$ cat src/rtl/dw_pkg.sv
package dw_pkg;
    localparam int ADDR_W         = 32;
    localparam int DATA_W         = 32;
    localparam int LEN_W          = 24;
    localparam int WORDS_PER_DESC = 4;
    localparam int WIDX_W         = $clog2(WORDS_PER_DESC);
    localparam int ALIGN_BITS     = 4;

    localparam int END_BIT  = 24;
    localparam int SKIP_BIT = 25;
    localparam int IEN_BIT  = 26;

    localparam logic [1:0] REG_QBASE = 2'd0;
    localparam logic [1:0] REG_CTRL  = 2'd1;
    localparam logic [1:0] REG_STAT  = 2'd2;

    typedef enum logic [2:0] {
        ST_IDLE, ST_FETCH, ST_DISPATCH, ST_WAIT, ST_NEXT, ST_COMPLETE
    } walk_state_e;

    typedef struct packed {
        logic [ADDR_W-1:0] buf_addr;
        logic [LEN_W-1:0]  len;
        logic              last;
        logic              skip;
        logic              ien;
        logic [ADDR_W-1:0] next_addr;
    } desc_t;

    function automatic logic [ADDR_W-1:0] align_entry(input logic [ADDR_W-1:0] a);
        return {a[ADDR_W-1:ALIGN_BITS], {ALIGN_BITS{1'b0}}};
    endfunction
endpackage

$ cat src/rtl/dw_fetch.sv
module dw_fetch
    import dw_pkg::*;
(
    input  logic              clk,
    input  logic              rst,
    input  logic              en,
    input  logic [ADDR_W-1:0] base,
    output logic              mem_req,
    output logic [ADDR_W-1:0] mem_addr,
    input  logic              mem_rvalid,
    input  logic [DATA_W-1:0] mem_rdata,
    output logic              done,
    output desc_t             desc
);
    logic [WIDX_W-1:0] widx;
    logic              pend;

    assign mem_req  = en && !pend;
    assign mem_addr = {base[ADDR_W-1:ALIGN_BITS], {(ALIGN_BITS-WIDX_W-2){1'b0}}, widx, 2'b00};
    assign done     = en && pend && mem_rvalid && (widx == WIDX_W'(WORDS_PER_DESC-1));

    always_ff @(posedge clk) begin
        if (rst || !en) begin
            widx <= '0;
            pend <= 1'b0;
        end else if (mem_req) begin
            pend <= 1'b1;
        end else if (pend && mem_rvalid) begin
            pend <= 1'b0;
            widx <= widx + 1'b1;
        end
    end

    always_ff @(posedge clk) begin
        if (rst) begin
            desc <= '0;
        end else if (en && pend && mem_rvalid) begin
            case (widx)
                WIDX_W'(0): desc.buf_addr  <= mem_rdata;
                WIDX_W'(1): begin
                    desc.len  <= mem_rdata[LEN_W-1:0];
                    desc.last <= mem_rdata[END_BIT];
                    desc.skip <= mem_rdata[SKIP_BIT];
                    desc.ien  <= mem_rdata[IEN_BIT];
                end
                WIDX_W'(2): desc.next_addr <= mem_rdata;
                default: ;
            endcase
        end
    end


    one_req_gap_chk: assert property (@(posedge clk) disable iff (rst)
        mem_req |=> !mem_req);
endmodule

$ cat src/rtl/dw_fsm.sv
module dw_fsm
    import dw_pkg::*;
(
    input  logic              clk,
    input  logic              rst,
    input  logic              start,
    input  logic [ADDR_W-1:0] qbase,
    input  logic              fetch_done,
    input  desc_t             desc,
    input  logic              mv_done,
    output logic              fetch_en,
    output logic [ADDR_W-1:0] fetch_base,
    output logic              mv_start,
    output logic [ADDR_W-1:0] mv_addr,
    output logic [LEN_W-1:0]  mv_len,
    output logic              set_int,
    output logic              set_done,
    output logic              busy
);
    walk_state_e       state;
    logic [ADDR_W-1:0] cur;
    logic              carries_data;

    assign carries_data = !desc.skip && (desc.len != '0);
    assign fetch_en     = (state == ST_FETCH);
    assign fetch_base   = cur;
    assign mv_start     = (state == ST_DISPATCH) && carries_data;
    assign mv_addr      = desc.buf_addr;
    assign mv_len       = desc.len;
    assign set_int      = (state == ST_NEXT) && desc.ien && !desc.skip;
    assign set_done     = (state == ST_COMPLETE);
    assign busy         = (state != ST_IDLE);

    always_ff @(posedge clk) begin
        if (rst) begin
            state <= ST_IDLE;
            cur   <= '0;
        end else begin
            case (state)
                ST_IDLE: if (start) begin
                    cur   <= align_entry(qbase);
                    state <= ST_FETCH;
                end
                ST_FETCH:    if (fetch_done) state <= ST_DISPATCH;
                ST_DISPATCH: state <= carries_data ? ST_WAIT : ST_NEXT;
                ST_WAIT:     if (mv_done) state <= ST_NEXT;
                ST_NEXT: begin
                    if (desc.last) begin
                        state <= ST_COMPLETE;
                    end else begin
                        cur   <= align_entry(desc.next_addr);
                        state <= ST_FETCH;
                    end
                end
                default: state <= ST_IDLE;
            endcase
        end
    end


    start_single_chk: assert property (@(posedge clk) disable iff (rst)
        mv_start |=> !mv_start);
endmodule

$ cat src/rtl/dw_regs.sv
module dw_regs
    import dw_pkg::*;
(
    input  logic              clk,
    input  logic              rst,
    input  logic              reg_wr,
    input  logic [1:0]        reg_addr,
    input  logic [DATA_W-1:0] reg_wdata,
    output logic [DATA_W-1:0] reg_rdata,
    input  logic              busy,
    input  logic              set_int,
    input  logic              set_done,
    output logic [ADDR_W-1:0] qbase,
    output logic              start,
    output logic              irq
);
    logic [ADDR_W-1:ALIGN_BITS] qbase_hi;
    logic irq_en_q, int_active, done_q;
    logic clr_int;

    assign qbase   = {qbase_hi, {ALIGN_BITS{1'b0}}};
    assign start   = reg_wr && (reg_addr == REG_CTRL) && reg_wdata[0] && !busy;
    assign clr_int = reg_wr && (reg_addr == REG_STAT) && reg_wdata[0];
    assign irq     = int_active && irq_en_q;

    always_ff @(posedge clk) begin
        if (rst) begin
            qbase_hi   <= '0;
            irq_en_q   <= 1'b0;
            int_active <= 1'b0;
            done_q     <= 1'b0;
        end else begin
            if (reg_wr && reg_addr == REG_QBASE) qbase_hi <= reg_wdata[ADDR_W-1:ALIGN_BITS];
            if (reg_wr && reg_addr == REG_CTRL)  irq_en_q <= reg_wdata[1];
            if (set_int)      int_active <= 1'b1;
            else if (clr_int) int_active <= 1'b0;
            if (set_done)     done_q <= 1'b1;
            else if (start)   done_q <= 1'b0;
        end
    end

    always_comb begin
        case (reg_addr)
            REG_QBASE: reg_rdata = qbase;
            REG_CTRL:  reg_rdata = {{(DATA_W-2){1'b0}}, irq_en_q, busy};
            REG_STAT:  reg_rdata = {{(DATA_W-2){1'b0}}, done_q, int_active};
            default:   reg_rdata = '0;
        endcase
    end


    int_source_chk: assert property (@(posedge clk) disable iff (rst)
        $rose(int_active) |-> $past(set_int));

    int_clear_chk: assert property (@(posedge clk) disable iff (rst)
        (clr_int && !set_int) |=> !int_active);

    done_on_stop_chk: assert property (@(posedge clk) disable iff (rst)
        $fell(busy) |-> done_q);
endmodule

$ cat src/rtl/dma_chain_walker.sv
module dma_chain_walker
    import dw_pkg::*;
(
    input  logic              clk,
    input  logic              rst,
    input  logic              reg_wr,
    input  logic [1:0]        reg_addr,
    input  logic [DATA_W-1:0] reg_wdata,
    output logic [DATA_W-1:0] reg_rdata,
    output logic              mem_req,
    output logic [ADDR_W-1:0] mem_addr,
    input  logic              mem_rvalid,
    input  logic [DATA_W-1:0] mem_rdata,
    output logic              mv_start,
    output logic [ADDR_W-1:0] mv_addr,
    output logic [LEN_W-1:0]  mv_len,
    input  logic              mv_done,
    output logic              irq
);
    logic              busy, start, set_int, set_done;
    logic              fetch_en, fetch_done;
    logic [ADDR_W-1:0] qbase, fetch_base;
    desc_t             desc;

    dw_regs regs_i (
        .clk, .rst, .reg_wr, .reg_addr, .reg_wdata, .reg_rdata,
        .busy, .set_int, .set_done, .qbase, .start, .irq
    );

    dw_fetch fetch_i (
        .clk, .rst, .en(fetch_en), .base(fetch_base),
        .mem_req, .mem_addr, .mem_rvalid, .mem_rdata,
        .done(fetch_done), .desc
    );

    dw_fsm fsm_i (
        .clk, .rst, .start, .qbase, .fetch_done, .desc, .mv_done,
        .fetch_en, .fetch_base, .mv_start, .mv_addr, .mv_len,
        .set_int, .set_done, .busy
    );
endmodule

$ cat config.mk
export PLATFORM = sky130hd
export DESIGN_NAME = dma_chain_walker
export DESIGN_NICKNAME = d
export VERILOG_FILES = /design/src/rtl/dw_pkg.sv /design/src/rtl/dw_fetch.sv /design/src/rtl/dw_fsm.sv /design/src/rtl/dw_regs.sv /design/src/rtl/dma_chain_walker.sv
export SDC_FILE = /design/constraint.sdc
export NUM_CORES = 1
export LEC_CHECK = 0
export BUFFER_PORTS_ARGS = -buffer_cell sky130_fd_sc_hd__buf_2
export CAP_MARGIN = 20
export CORE_UTILIZATION = 45
export DETAILED_ROUTE_END_ITERATION = 8
export GPL_TIMING_DRIVEN = 1
export PLACE_DENSITY_LB_ADDON = 0.2
export SYNTH_ARGS = -nofsm -noshare
export SYNTH_HDL_FRONTEND = slang
export SYNTH_SLANG_ARGS = --single-unit
$ cat constraint.sdc
create_clock -name clk -period 4.2 [get_ports clk]
set_clock_uncertainty 0.2 [all_clocks]
set_input_delay 0.42 -clock clk [delete_from_list [all_inputs] [get_ports clk]]
set_output_delay 0.42 -clock clk [all_outputs]
set_load 0.02 [all_outputs]
==> flow_metrics.tcl, run 1 <==
set metrics [dict create \
    status "finished clean" \
    synth-edff-count 0 \
    wl_um 16650 \
    drive_gt1_share_pct 25.68 \
    p_leak_nw 3.079 \
    drtAntennaViolNets 0 \
    place.gp.congestion 0.7908 \
    grt_pass1_vias 4845 \
    final-max-slew-violation-count 0 \
    die_x_um 123.2 \
    io_buffers 187 \
    p_per_area_mw_per_mm2 419.8 \
    cp_max_fo 29 \
    syn_inst 810 \
    clock_path_buffers 2 \
    cts.sink_count 152 \
    hold_ws_ns 0.03941 \
    hold_viol_final 0 \
    drtPass1Iterations 5 \
    end_kind "flop" \
    slew_headroom_pct 28.25 \
    max_freq_mhz 379.0 \
    start_kind "flop" \
    core_mm2 0.01410 \
    min_path_type "primary input to flop" \
    syn2layout_area_growth_pct 16.28 \
    viasPerCell 5.016 \
    ys_async_sr_fraction_pct 0 \
    synth.ff_latch_count 152 \
    grt_use_met2_pct 30.38 \
    num_rows 43 \
    cts_setup_buffers 0 \
    avgSynthCellArea_um2 8.158 \
    cts_made_buffers 17 \
    nNetsFinal 982 \
    ys_warn_count 0 \
    num_vias 5513 \
    dieHeight_um 123.2 \
    ys_seq_area_share_pct 46.05 \
    busiest_layer "met1" \
    grt_overflow 0 \
    clock_latency_ns 0.41 \
    post_drt_wl_per_cell_um 15.15 \
    grt.total_usage_pct 22.19 \
    worst_slew_pin_slew_ns 1.076 \
    power_mw 3.226 \
    grt_max_degree 79 \
    antenna_found_initial 0 \
    ios 194 \
    grt_pass1_wl_um 25710 \
    synth-main-ff-cell "dfxtp_1" \
    h-tree-depth 4 \
    required_ns 4.24 \
    synth_cell_types 37 \
    cts_tree "built" \
    vdd_drop_max_mv 0.2728 \
    first_iter_violations 446 \
    timing.final.crit_share_pct 62.82 \
    rsz0062_at_grt "false" \
    finalSetupViolCount 0 \
    start_util_pct 46.88 \
    die_area_mm2 0.01517 \
    critical_path_arrival_ns 2.68 \
    setup.worst_path.class "flop to flop" \
    clk_pin_slew_ns 0.06 \
    grt_util_met1_pct 33.21 \
    period_minus_slack_ns 2.638 \
    drv_cap 0 \
    gr-usage-met3_pct 5.351 \
    antenna_cells 0 \
    cts.repair.resized 0 \
    cts_hold_buf 0 \
    drcViolationCount 0 \
    synth_area_mm2 0.006608 \
    clockRootBuffer "clkbuf_16" \
    post-dp-hpwl_um 11250 \
    r2r_setup_slack_ns 1.56 \
    finalSetupTns_ns 0 \
]
[critical path, stage by stage, from the launching register on]
cell,delay (ns)
dfxtp_1,0.56
mux2i_2,0.27
buf_4,0.34
and2_1,0.90
a211oi_1,0.18
[where the power goes]
part / internal [mW] / switching [mW] / total, mW
logic: 0.0595 / 0.109 / 0.168
registers: 1.46 / 0.0143 / 1.48
clock network: 1.01 / 0.575 / 1.58
[synthesized netlist by cell type, types with 2 or more instances]
cell type,count,share of area [%]
ha_1,4,0.76
buf_2,9,0.68
o21ai_0,2,0.15
nor3_1,3,0.23
or3_1,2,0.19
buf_6,11,1.9
mux2i_1,30,4.5
nor4_1,6,0.57
nor2_1,8,0.45
a21oi_2,6,0.80
nand3_2,2,0.30
a21oi_1,144,11
clkbuf_1,30,1.7
nand2b_1,3,0.28
nor2b_1,3,0.28
a211oi_1,28,3.2
and3_1,3,0.28
nand2_1,239,14
buf_1,2,0.11
and2_1,33,3.1
nand3_1,4,0.30
inv_1,6,0.34
buf_4,67,7.6
dfxtp_1,152,46
[routing by layer]
metal	up-vias	part of all wire [%]
li1	2814	-
met1	2517	52
met2	164	41
met3	18	5.4
met4	0	1.7
met5	-	0
[cell families (layout without fill, tap and decap cells)]
kind of cell               Yosys count  in the layout  share of synthesized area [%]
xor gates and xnor gates             1              1                         0.1326
AOI/OAI and AO/OA                  186            186                          15.77
other                                1              4                        0.05675
adders and majority gates            4              4                         0.7575
muxes                               30             30                          4.545
and+or+nand+nor                    311            311                          20.36
buffers and inverters              125            231                          12.33
DFF                                152            152                          46.05
[registers in the layout, summed over array words and instances, names as in the netlist]
signal             cells
fsm_i.state            3
regs_i.qbase_hi       28
regs_i.irq_en_q        1
regs_i.done_q          1
fetch_i.desc          87
fsm_i.fetch_base      28
fetch_i.pend           1
fetch_i.widx           2
regs_i.int_active      1
[per-stage QoR]
step | area, um^2 | setup slack [ns] | util, % | cells
after floorplan | 6619 | 2.340 | - | 813
final | 7684 | 1.562 | 54.51 | 1099
after global placement | 7053 | 1.400 | 50.04 | 1067
after global routing | 7684 | 1.343 | 54.51 | 1099
after CTS | 7669 | 1.585 | 54.40 | 1098
after detailed placement | 7053 | 1.327 | 50.04 | 1067
[placed cells by master (no fill, tap or decap), drive strengths merged, types with 4 or more instances in the layout]
cell,synthesis,layout
nand3,6,6
conb,1,4
buf,89,194
mux2i,30,30
clkinv,0,4
inv,6,6
and2,33,33
ha,4,4
a21oi,150,150
clkbuf,30,23
dfxtp,152,152
a211oi,28,28
nor4,6,6
nand2,239,239
nor2,9,9
[worst paths after layout]
kind	start	end	cells past startpoint
max	fsm_i.state[2]	fsm_i.fetch_base[25]	4
min	reg_wdata[8]	regs_i.qbase_hi[8]	3
max reg2reg	fsm_i.state[2]	fsm_i.fetch_base[25]	4
min reg2reg	fetch_i.desc[72]	fetch_i.desc[72]	2
[cell type report]
| type | count | area, um^2 |
|---|---|---|
| Timing Repair Buffer | 194 | 1011 |
| Sequential cell | 152 | 3043 |
| Clock buffer | 23 | 498.0 |
| Clock inverter | 8 | 117.6 |
| Multi-Input combinational cell | 536 | 2766 |
| Inverter | 6 | 22.52 |
| Fill cell | 1370 | 6412 |
| Tap cell | 180 | 225.2 |
Power figures use the tool's default switching activity.
==> run 2, diff against run 1 <==
- clock period: 4.2 -> 2.4 ns (I/O delays scaled with it)
==> flow_metrics.tcl, run 2 (synthesis results as in run 1) <==
set metrics [dict create \
    period_minus_slack_ns 2.217 \
    rsz0062_at_grt "false" \
    final_cell_mix "239 x nand2_1, 186 x buf_2, 152 x dfxtp_1" \
    start_util_pct 46.88 \
    grt_max_degree 80 \
    timing.final.crit_share_pct 92.38 \
    critical_path_arrival_ns 1.78 \
    placedCellCount 1079 \
    power_mw 5.743 \
    antenna_cells 0 \
    switching_share_pct 21.69 \
    nNetsFinal 1060 \
    cts_setup_buffers 0 \
    power_frac_comb_pct 6.7 \
    wl_um 17980 \
    grt.total_usage_pct 24.24 \
    core_mm2 0.01410 \
    finalSetupTns_ns 0 \
    die_x_um 123.2 \
    mostFrequentLayoutCell "nand2_1" \
    clk_pin_slew_ns 0.06 \
    path_cells "nor4_1 -> nand4_1 -> o21ai_1 -> inv_1 -> buf_2" \
    cpPeakStageDelay_ns 0.35 \
    postLayoutCoreUtil_pct 60.15 \
    syn2layout_area_growth_pct 28.33 \
    hold_ws_ns 0.06933 \
    clock_latency_ns 0.42 \
    regMostFlops "fetch_i.desc" \
    num_vias 5853 \
    num_rows 43 \
    status "finished clean" \
    dieHeight_um 123.2 \
    layout.cells.non_filler 1177 \
    post-dp-hpwl_um 11480 \
    finalSetupViolCount 0 \
    post_drt_wl_per_cell_um 15.28 \
    clockRootBuffer "clkbuf_16" \
    final-max-slew-violation-count 0 \
    reg2reg_from "fsm_i.state[1]" \
    drtPass1Iterations 5 \
    grt_pass1_wl_um 28170 \
    place.gp.congestion 0.8097 \
    vdd_drop_max_mv 0.4329 \
    p_int_mw 4.498 \
    p_seq_share_pct 45.0 \
    required_ns 1.96 \
    antenna_found_initial 0 \
    h-tree-depth 4 \
    ios 194 \
    start_kind "flop" \
    p_leak_nw 3.421 \
    io_buffers 187 \
    drtAntennaViolNets 0 \
    p_per_area_mw_per_mm2 677.3 \
    grt_overflow 0 \
    worst_path_max_delay_cell "nor4_1" \
    p_sw_mw 1.245 \
    cts_tree "built" \
    clock_path_buffers 2 \
    grt_pass1_vias 5545 \
    max_freq_mhz 451.0 \
    cts.sink_count 152 \
    setup.worst_path.class "flop to primary output" \
    hold_viol_final 0 \
    drcViolationCount 0 \
    first_iter_violations 506 \
    die_area_mm2 0.01517 \
    critPathLaunch "fetch_i.desc[52]" \
    cts_made_buffers 17 \
    min_from "mem_rvalid" \
    largest_reg_flops 87 \
    viasPerCell 4.973 \
    drive_gt1_share_pct 24.77 \
    cp_top_family "simple AND/OR/NAND/NOR gates" \
    min_path_type "primary input to flop" \
    p_clk_share_pct 48.3 \
    critPathBufInv 2 \
    end_kind "primary output" \
    drv_cap 0 \
    cp_max_fo 3 \
]
==> run 2: cell types whose count changed in the layout (fill, tap and decap cells not counted) <==
cell,change
o21ai_1,+1
dlygate4sd3_1,+67
buf_8,-1
buf_4,+8
o21ai_0,-1
buf_12,+4
==> run 2: per-stage QoR <==
stage | instance area, um^2 | setup slack [ns]
after floorplan | 6619 | 0.7125
after global placement | 7193 | 0.5291
after detailed placement | 7193 | 0.5028
after CTS | 8479 | 0.07072
after global routing | 8479 | 0.05360
final | 8479 | 0.1828
==> run 2: final cells by class <==
class                           instances  area [um^2]
Clock buffer                           23        498.0
Clock inverter                          8        117.6
Fill cell                            1276         5617
Inverter                                6        22.52
Multi-Input combinational cell        536         2766
Sequential cell                       152         3043
Tap cell                              180        225.2
Timing Repair Buffer                  272         1807
==> run 2: tightest hold or removal path, stage by stage <==
cell and delay [ns]:
buf_2 0.10, nand3_1 0.09, a21oi_1 0.09, nand2_1 0.07, a21oi_1 0.04
==> run 2: per-layer routing <==
metal  routed length, um  GRT usage (%)
met1                8780          34.07
met2                7830          35.72
met3                 957          5.028
met4                 414          10.62
met5                   0              0
==> run 2: power by group through the flow <==
stage / logic (mW) / clock network, mW / registers (mW)
3_3_place_gp: 0.302 / 0 / 2.64
3_5_place_dp: 0.303 / 0 / 2.64
5_1_grt: 0.422 / 2.93 / 2.58
4_1_cts: 0.385 / 2.81 / 2.58
2_1_floorplan: 0.149 / 0 / 2.65
6_report: 0.388 / 2.77 / 2.58
==> run 2: worst paths after layout <==
kind | to | slack (ns) | cells after the start
worst min-delay path | fsm_i.state[2] | 0.07 | 5
worst min register to register | fetch_i.desc[80] | 0.25 | 2
worst max-delay path | mv_start | 0.18 | 5
worst max register to register | fetch_i.desc[49] | 0.48 | 5
==> run 2: timing repair <==
item,4_1_cts,5_1_grt
endpoints found under the hold margin,118,0
setup endpoints to repair,0,1
resized for setup,0,1
hold buffers,67,0
